[src/rtl/slf_pkg.sv]
package slf_pkg;

    typedef enum logic [1:0] {
        FT_IDLE = 2'b00,
        FT_TAG  = 2'b01,
        FT_BODY = 2'b10,
        FT_END  = 2'b11
    } flit_t;

    typedef enum logic {
        TX_GAP,
        TX_PKT
    } tx_state_t;

    typedef enum logic {
        RX_CLOSED,
        RX_OPEN
    } rx_state_t;

endpackage

[src/rtl/slf_tx.sv]
module slf_tx
    import slf_pkg::*;
#(
    parameter int DATA_W = 16,
    parameter int DEPTH  = 8,
    parameter int CRED_W = 4,
    localparam int LINK_W = DATA_W + 4,
    localparam int CNT_W  = $clog2(DEPTH + 1)
) (
    input  logic              clk,
    input  logic              rst,
    input  logic              in_valid,
    input  logic              in_sop,
    input  logic              in_eop,
    input  logic [DATA_W-1:0] in_data,
    output logic              in_ready,
    input  logic [CRED_W-1:0] credit_in,
    output logic [LINK_W-1:0] link_out,
    output logic [CNT_W-1:0]  credits_o
);
    localparam int SUM_W = CNT_W + CRED_W + 1;

    tx_state_t         state, state_nx;
    flit_t             send_type;
    logic              accept, sent;
    logic [CNT_W-1:0]  credits;
    logic [SUM_W-1:0]  credit_sum;

    assign in_ready  = (credits != '0);
    assign accept    = in_valid && in_ready;
    assign credits_o = credits;

    always_comb begin
        state_nx  = state;
        send_type = FT_IDLE;
        unique case (state)
            TX_GAP: begin
                if (accept && in_sop) begin
                    send_type = FT_TAG;
                    state_nx  = TX_PKT;
                end
            end
            TX_PKT: begin
                if (accept) begin
                    if (in_eop) begin
                        send_type = FT_END;
                        state_nx  = TX_GAP;
                    end else begin
                        send_type = FT_BODY;
                    end
                end
            end
        endcase
    end

    assign sent       = (send_type != FT_IDLE);
    assign credit_sum = SUM_W'(credits) + SUM_W'(credit_in) - SUM_W'(sent);

    always_ff @(posedge clk) begin
        if (rst) begin
            state <= TX_GAP;
        end else begin
            state <= state_nx;
        end
    end

    always_ff @(posedge clk) begin
        if (rst) begin
            link_out <= '0;
            credits  <= CNT_W'(DEPTH);
        end else begin
            link_out <= {2'b00, send_type, sent ? in_data : {DATA_W{1'b0}}};
            credits  <= credit_sum[CNT_W-1:0];
        end
    end

endmodule

[src/rtl/slf_rx_fifo.sv]
module slf_rx_fifo #(
    parameter int W     = 18,
    parameter int DEPTH = 8,
    localparam int AW = (DEPTH > 1) ? $clog2(DEPTH) : 1,
    localparam int CW = $clog2(DEPTH + 1)
) (
    input  logic         clk,
    input  logic         rst,
    input  logic         wr_en,
    input  logic [W-1:0] wr_data,
    input  logic         rd_en,
    output logic [W-1:0] rd_data,
    output logic         empty,
    output logic         full
);
    logic [W-1:0]  mem [DEPTH];
    logic [AW-1:0] wp, rp;
    logic [CW-1:0] cnt;
    logic          do_wr, do_rd;

    assign empty   = (cnt == '0);
    assign full    = (cnt == CW'(DEPTH));
    assign do_wr   = wr_en && !full;
    assign do_rd   = rd_en && !empty;
    assign rd_data = mem[rp];

    always_ff @(posedge clk) begin
        if (do_wr) begin
            mem[wp] <= wr_data;
        end
    end

    always_ff @(posedge clk) begin
        if (rst) begin
            wp  <= '0;
            rp  <= '0;
            cnt <= '0;
        end else begin
            if (do_wr) begin
                wp <= (wp == AW'(DEPTH - 1)) ? '0 : wp + 1'b1;
            end
            if (do_rd) begin
                rp <= (rp == AW'(DEPTH - 1)) ? '0 : rp + 1'b1;
            end
            unique case ({do_wr, do_rd})
                2'b10:   cnt <= cnt + 1'b1;
                2'b01:   cnt <= cnt - 1'b1;
                default: cnt <= cnt;
            endcase
        end
    end

endmodule

[src/rtl/slf_rx.sv]
module slf_rx
    import slf_pkg::*;
#(
    parameter int DATA_W = 16,
    parameter int DEPTH  = 8,
    parameter int CRED_W = 4,
    localparam int LINK_W = DATA_W + 4,
    localparam int ENT_W  = DATA_W + 2
) (
    input  logic              clk,
    input  logic              rst,
    input  logic [LINK_W-1:0] link_in,
    output logic              out_valid,
    input  logic              out_ready,
    output logic              out_sop,
    output logic              out_eop,
    output logic [DATA_W-1:0] out_data,
    output logic [CRED_W-1:0] credit_out,
    output logic              frame_err,
    output logic              buf_full,
    output logic              buf_wr
);
    rx_state_t         state, state_nx;
    flit_t             ftype;
    logic              store, drop, pop, empty;
    logic [1:0]        spare_unused;
    logic [ENT_W-1:0]  rd_ent;

    assign ftype        = flit_t'(link_in[DATA_W+1:DATA_W]);
    assign spare_unused = link_in[DATA_W+3:DATA_W+2];

    always_comb begin
        state_nx = state;
        store    = 1'b0;
        drop     = 1'b0;
        unique case (state)
            RX_CLOSED: begin
                unique case (ftype)
                    FT_TAG: begin
                        store    = 1'b1;
                        state_nx = RX_OPEN;
                    end
                    FT_BODY, FT_END: drop = 1'b1;
                    FT_IDLE: ;
                endcase
            end
            RX_OPEN: begin
                unique case (ftype)
                    FT_TAG, FT_BODY: store = 1'b1;
                    FT_END: begin
                        store    = 1'b1;
                        state_nx = RX_CLOSED;
                    end
                    FT_IDLE: ;
                endcase
            end
        endcase
    end

    assign buf_wr    = store;
    assign out_valid = !empty;
    assign pop       = out_valid && out_ready;
    assign out_sop   = rd_ent[ENT_W-1];
    assign out_eop   = rd_ent[ENT_W-2];
    assign out_data  = rd_ent[DATA_W-1:0];

    slf_rx_fifo #(
        .W     (ENT_W),
        .DEPTH (DEPTH)
    ) u_buf (
        .clk     (clk),
        .rst     (rst),
        .wr_en   (store),
        .wr_data ({ftype == FT_TAG, ftype == FT_END, link_in[DATA_W-1:0]}),
        .rd_en   (pop),
        .rd_data (rd_ent),
        .empty   (empty),
        .full    (buf_full)
    );

    always_ff @(posedge clk) begin
        if (rst) begin
            state <= RX_CLOSED;
        end else begin
            state <= state_nx;
        end
    end

    always_ff @(posedge clk) begin
        if (rst) begin
            credit_out <= '0;
            frame_err  <= 1'b0;
        end else begin
            credit_out <= CRED_W'(pop) + CRED_W'(drop);
            if (drop) begin
                frame_err <= 1'b1;
            end
        end
    end

endmodule

[src/rtl/sync_link_framer.sv]
module sync_link_framer #(
    parameter int DATA_W = 16,
    parameter int DEPTH  = 8,
    parameter int CRED_W = 4,
    localparam int LINK_W = DATA_W + 4,
    localparam int CNT_W  = $clog2(DEPTH + 1)
) (
    input  logic              clk,
    input  logic              rst,
    input  logic              pkt_valid,
    input  logic              pkt_sop,
    input  logic              pkt_eop,
    input  logic [DATA_W-1:0] pkt_data,
    output logic              pkt_ready,
    output logic [LINK_W-1:0] fwd_out,
    input  logic [CRED_W-1:0] rev_in,
    input  logic [LINK_W-1:0] fwd_in,
    output logic [CRED_W-1:0] rev_out,
    output logic              out_valid,
    input  logic              out_ready,
    output logic              out_sop,
    output logic              out_eop,
    output logic [DATA_W-1:0] out_data,
    output logic              frame_err
);
    logic [CNT_W-1:0] tx_credits;
    logic             rx_full, rx_wr;

    slf_tx #(
        .DATA_W (DATA_W),
        .DEPTH  (DEPTH),
        .CRED_W (CRED_W)
    ) u_tx (
        .clk       (clk),
        .rst       (rst),
        .in_valid  (pkt_valid),
        .in_sop    (pkt_sop),
        .in_eop    (pkt_eop),
        .in_data   (pkt_data),
        .in_ready  (pkt_ready),
        .credit_in (rev_in),
        .link_out  (fwd_out),
        .credits_o (tx_credits)
    );

    slf_rx #(
        .DATA_W (DATA_W),
        .DEPTH  (DEPTH),
        .CRED_W (CRED_W)
    ) u_rx (
        .clk        (clk),
        .rst        (rst),
        .link_in    (fwd_in),
        .out_valid  (out_valid),
        .out_ready  (out_ready),
        .out_sop    (out_sop),
        .out_eop    (out_eop),
        .out_data   (out_data),
        .credit_out (rev_out),
        .frame_err  (frame_err),
        .buf_full   (rx_full),
        .buf_wr     (rx_wr)
    );

endmodule

[config.mk]
export PLATFORM = sky130hd
export DESIGN_NAME = sync_link_framer
export DESIGN_NICKNAME = d
export VERILOG_FILES = /design/src/rtl/slf_pkg.sv /design/src/rtl/slf_tx.sv /design/src/rtl/slf_rx_fifo.sv /design/src/rtl/slf_rx.sv /design/src/rtl/sync_link_framer.sv
export SDC_FILE = /design/constraint.sdc
export NUM_CORES = 1
export LEC_CHECK = 0
export BUFFER_PORTS_ARGS = -buffer_cell sky130_fd_sc_hd__buf_2
export CAP_MARGIN = 40
export CORE_UTILIZATION = 30
export DETAILED_ROUTE_END_ITERATION = 12
export HOLD_SLACK_MARGIN = 0.08
export PLACE_DENSITY = 0.55
export REMOVE_ABC_BUFFERS = 1
export SYNTH_ARGS = -nofsm -noshare
export SYNTH_HDL_FRONTEND = slang
export SYNTH_SLANG_ARGS = --single-unit
[constraint.sdc]
create_clock -name clk -period 9.68 [get_ports clk]
set_input_delay 2.904 -clock clk [delete_from_list [all_inputs] [get_ports clk]]
set_output_delay 2.904 -clock clk [all_outputs]
set_load 0.02 [all_outputs]
==> results.yml <==
place:
  io_buffers: 84
  hpwl_mm: 8.53
  dp_slack_ps: 4490
  place_congestion: 0.703
  placed_area_um2: 8150
worst_setup_path:
  cp_cell_sequence: "buf_12, mux4_1, mux2_2, buf_2"
  crit_slowest_cell: "dfxtp_2"
  cp_num_buf_inv: 2
  worstPathMaxFanout: 19
  cp-start-kind: "flop"
  path_depth: 4
  ff2ff_path_depth: 9
  endpoint_kind: "output pin"
  critPathKind: "reg -> out"
  slowest_delay_ps: 730
  worstPathArrival_ps: 2520
  critPathTopFamily: "multiplexers"
  cp.required_ps: 6780
  r2r_start: "u_rx.u_buf.cnt[3]"
timing:
  maxSlewHeadroom: 0.573
  grt_setup_unrepaired: "no"
  skew_ps: 7.25
  worst-slew-pin-transition_ps: 641
  finalSetupViolCount: 0
  fmax_mhz: 184
  hold_viol: 0
  setup_tns_ps: 0
  fin_ws_ps: 4250
  fin_crit_sh: 0.561
  period_minus_slack_ps: 5430
  drv_slew: 0
drt:
  wl_per_cell_um: 17.3
  drc: 0
  drtIter0Drc: 202
  vias: 3672
  detail-route-antenna-nets: 0
  post_drt_via_cell_ratio: 4.50
  first_pass_iters: 5
  routed_wl_mm: 14.1
hold_path:
  hold_class: "reg -> reg"
  whs_path_depth: 2
  min-delay-start: "u_rx.u_buf.rp[1]"
floorplanning:
  core_area_um2: 23700
  die_h_um: 158
  die_x_um: 158
  io_pins: 91
  die_area_um2: 24900
  start_util: 0.308
  fp-row-count: 56
cts:
  cts_sinks: 184
  htree_num_levels: 4
  ctsHoldBuffers: 0
  post_cts_resized: 0
  cts_setup_buffers: 0
  clkTransAtPathRegs_ps: 60
  cts_root_buffer: "clkbuf_16"
  cts_tree: "built"
  clk_path_buf_depth: 2
  clkLatencyLatePin_ps: 430
  cts_made_buffers: 17
run_status:
  status: "finished clean"
synth:
  yosysTopAreaCell: "edfxtp_1"
  synth_area_per_cell_um2: 18.9
  yosys_warnings: 0
  syn_area_um2: 7300
  synthArstFlopShare: 0
  seq_area_frac_synth: 0.702
  ys_ff_latch: 184
  synth_ff_type: "edfxtp_1"
  synth_edf_count: 144
  synth_cells: 386
  synth_area_leaders: "edfxtp_1, mux4_1, dfxtp_1, mux2_2, ha_1"
  synth_top_area_frac: 0.593
  yosysUniqueCellTypes: 43
global_route:
  grt_usage: 0.122
  overflow: 0
  globalRouteMet1Util: 0.142
  grt_max_degree: 29
  busiest_layer: "met2"
  grt_use_met2: 0.209
  gr-usage-met3: 0.0435
  antenna_found_initial: 1
  grt_pass1_wl_mm: 21.7
  grt_pass1_vias: 3934
cells_and_area:
  final_area_um2: 8750
  area_growth_syn_to_layout_pct: 19.9
  fin_nets: 546
  antenna_cells: 0
  fillers: 2285
  layout-drive-gt1-share: 0.344
power_and_ir_drop:
  p_seq_frac: 0.446
  p_sw_frac: 0.275
  p_clk_frac: 0.335
  p_int_mw: 1.53
  power.net_switching_mw: 0.582
  vdd_drop_max_uv: 131
  pwr-share-comb: 0.219
  leakage_nw: 3.17
  pwr_density_cell_nw_per_um2: 242
  report.power.total_mw: 2.11
run:
  cap_violations: 0
==> routing by layer <==
| layer | wire (um) | vias up |
|---|---|---|
| li1 | - | 1712 |
| met1 | 6170 | 1838 |
| met2 | 7000 | 101 |
| met3 | 792 | 19 |
| met4 | 170 | 2 |
| met5 | 10 | - |
==> layout make-up <==
cell class              instances  area (um2)  share of cell area
repair buffers                 95         528              0.0604
inverters                      18        67.6             0.00772
clock buffers                  17         425              0.0486
flip-flops and latches        184        5130               0.586
multi-input cells             168        2030               0.232
clock inverters                15         174              0.0199
well taps                     319         399              0.0456
==> cell families (layout without fill, tap and decap cells) <==
| group | count (synthesis) | in the layout | share of synthesized area |
|---|---|---|---|
| simple gates | 70 | 70 | 0.0587 |
| buf+inv | 37 | 145 | 0.0268 |
| compound gates | 18 | 18 | 0.0175 |
| fa+ha+maj | 16 | 16 | 0.0295 |
| xor+xnor | 6 | 6 | 0.00720 |
| mux | 54 | 54 | 0.157 |
| flops | 184 | 184 | 0.702 |
| other cells | 1 | 4 | 0.000514 |
==> worst paths after layout <==
kind | end | slack, ps
setup / recovery | out_data[0] | 4250
setup reg to reg | u_rx.u_buf.cnt[3] | 6860
hold reg to reg | flop | 470
hold / removal | flop | 470
==> flip-flops by register name, indices dropped and copies added (netlist names), named ones only <==
signal,flops
u_rx.credit_out,2
u_rx.frame_err,1
u_rx.u_buf.cnt,4
u_rx.u_buf.mem,144
u_rx.u_buf.rp,3
u_rx.u_buf.wp,3
u_tx.credits_o,4
u_tx.link_out,18
u_tx.state,1
==> worst register-to-register path, cell delays in order, from the launching register on <==
cell and delay (ps):
dfxtp_1 340, or4_1 560, nand2_1 210, inv_1 110, ha_1 260, ha_1 350
a21oi_1 190, a21oi_1 110, or4_1 480, a21oi_1 140
==> cell usage after synthesis (2+ instances only) <==
cell type,number
edfxtp_1,144
dfxtp_1,40
mux4_1,36
mux2_2,18
inv_1,17
ha_1,14
nand2_1,14
a21oi_1,12
nor2_1,12
and2_4,10
and2_1,7
buf_6,5
clkbuf_1,5
nor2b_1,5
buf_4,4
nor3_1,4
xnor2_1,3
xor2_1,3
buf_1,2
buf_2,2
fa_1,2
nand2b_1,2
nor3b_1,2
nor4b_1,2
or3_1,2
or4_1,2
==> cells in the final DEF (no fill, tap or decap), types with 5 or more instances in the layout <==
master | synthesis | final
buf_4 | 4 | 9
and2_1 | 7 | 7
nor2b_1 | 5 | 5
nor2_1 | 12 | 12
clkbuf_16 | 0 | 17
a21oi_1 | 12 | 12
ha_1 | 14 | 14
mux4_1 | 36 | 36
nand2_1 | 14 | 14
and2_4 | 10 | 10
inv_1 | 17 | 17
edfxtp_1 | 144 | 144
dfxtp_1 | 40 | 38
mux2_2 | 18 | 18
buf_2 | 2 | 84
==> power by group through the flow <==
| stage | Sequential, mW | Clock [mW] | Combinational [mW] |
|---|---|---|---|
| 4_1_cts | 0.946 | 0.726 | 0.473 |
| 2_1_floorplan | 0.969 | 0 | 0.309 |
| 3_5_place_dp | 0.962 | 0 | 0.471 |
| 6_report | 0.943 | 0.707 | 0.463 |
| 5_1_grt | 0.951 | 0.755 | 0.509 |
| 3_3_place_gp | 0.984 | 0 | 0.420 |
==> metrics by stage <==
| stage | cells | util | hold slack [ps] |
|---|---|---|---|
| finish | 816 | 0.369 | 475 |
| global route | 816 | 0.369 | 520 |
| CTS | 816 | 0.369 | 479 |
| detailed placement | 784 | 0.344 | 470 |
| global placement | 782 | 0.342 | 455 |
| floorplan | 370 | - | 447 |
No activity file was read; power rests on OpenSTA's default activity.
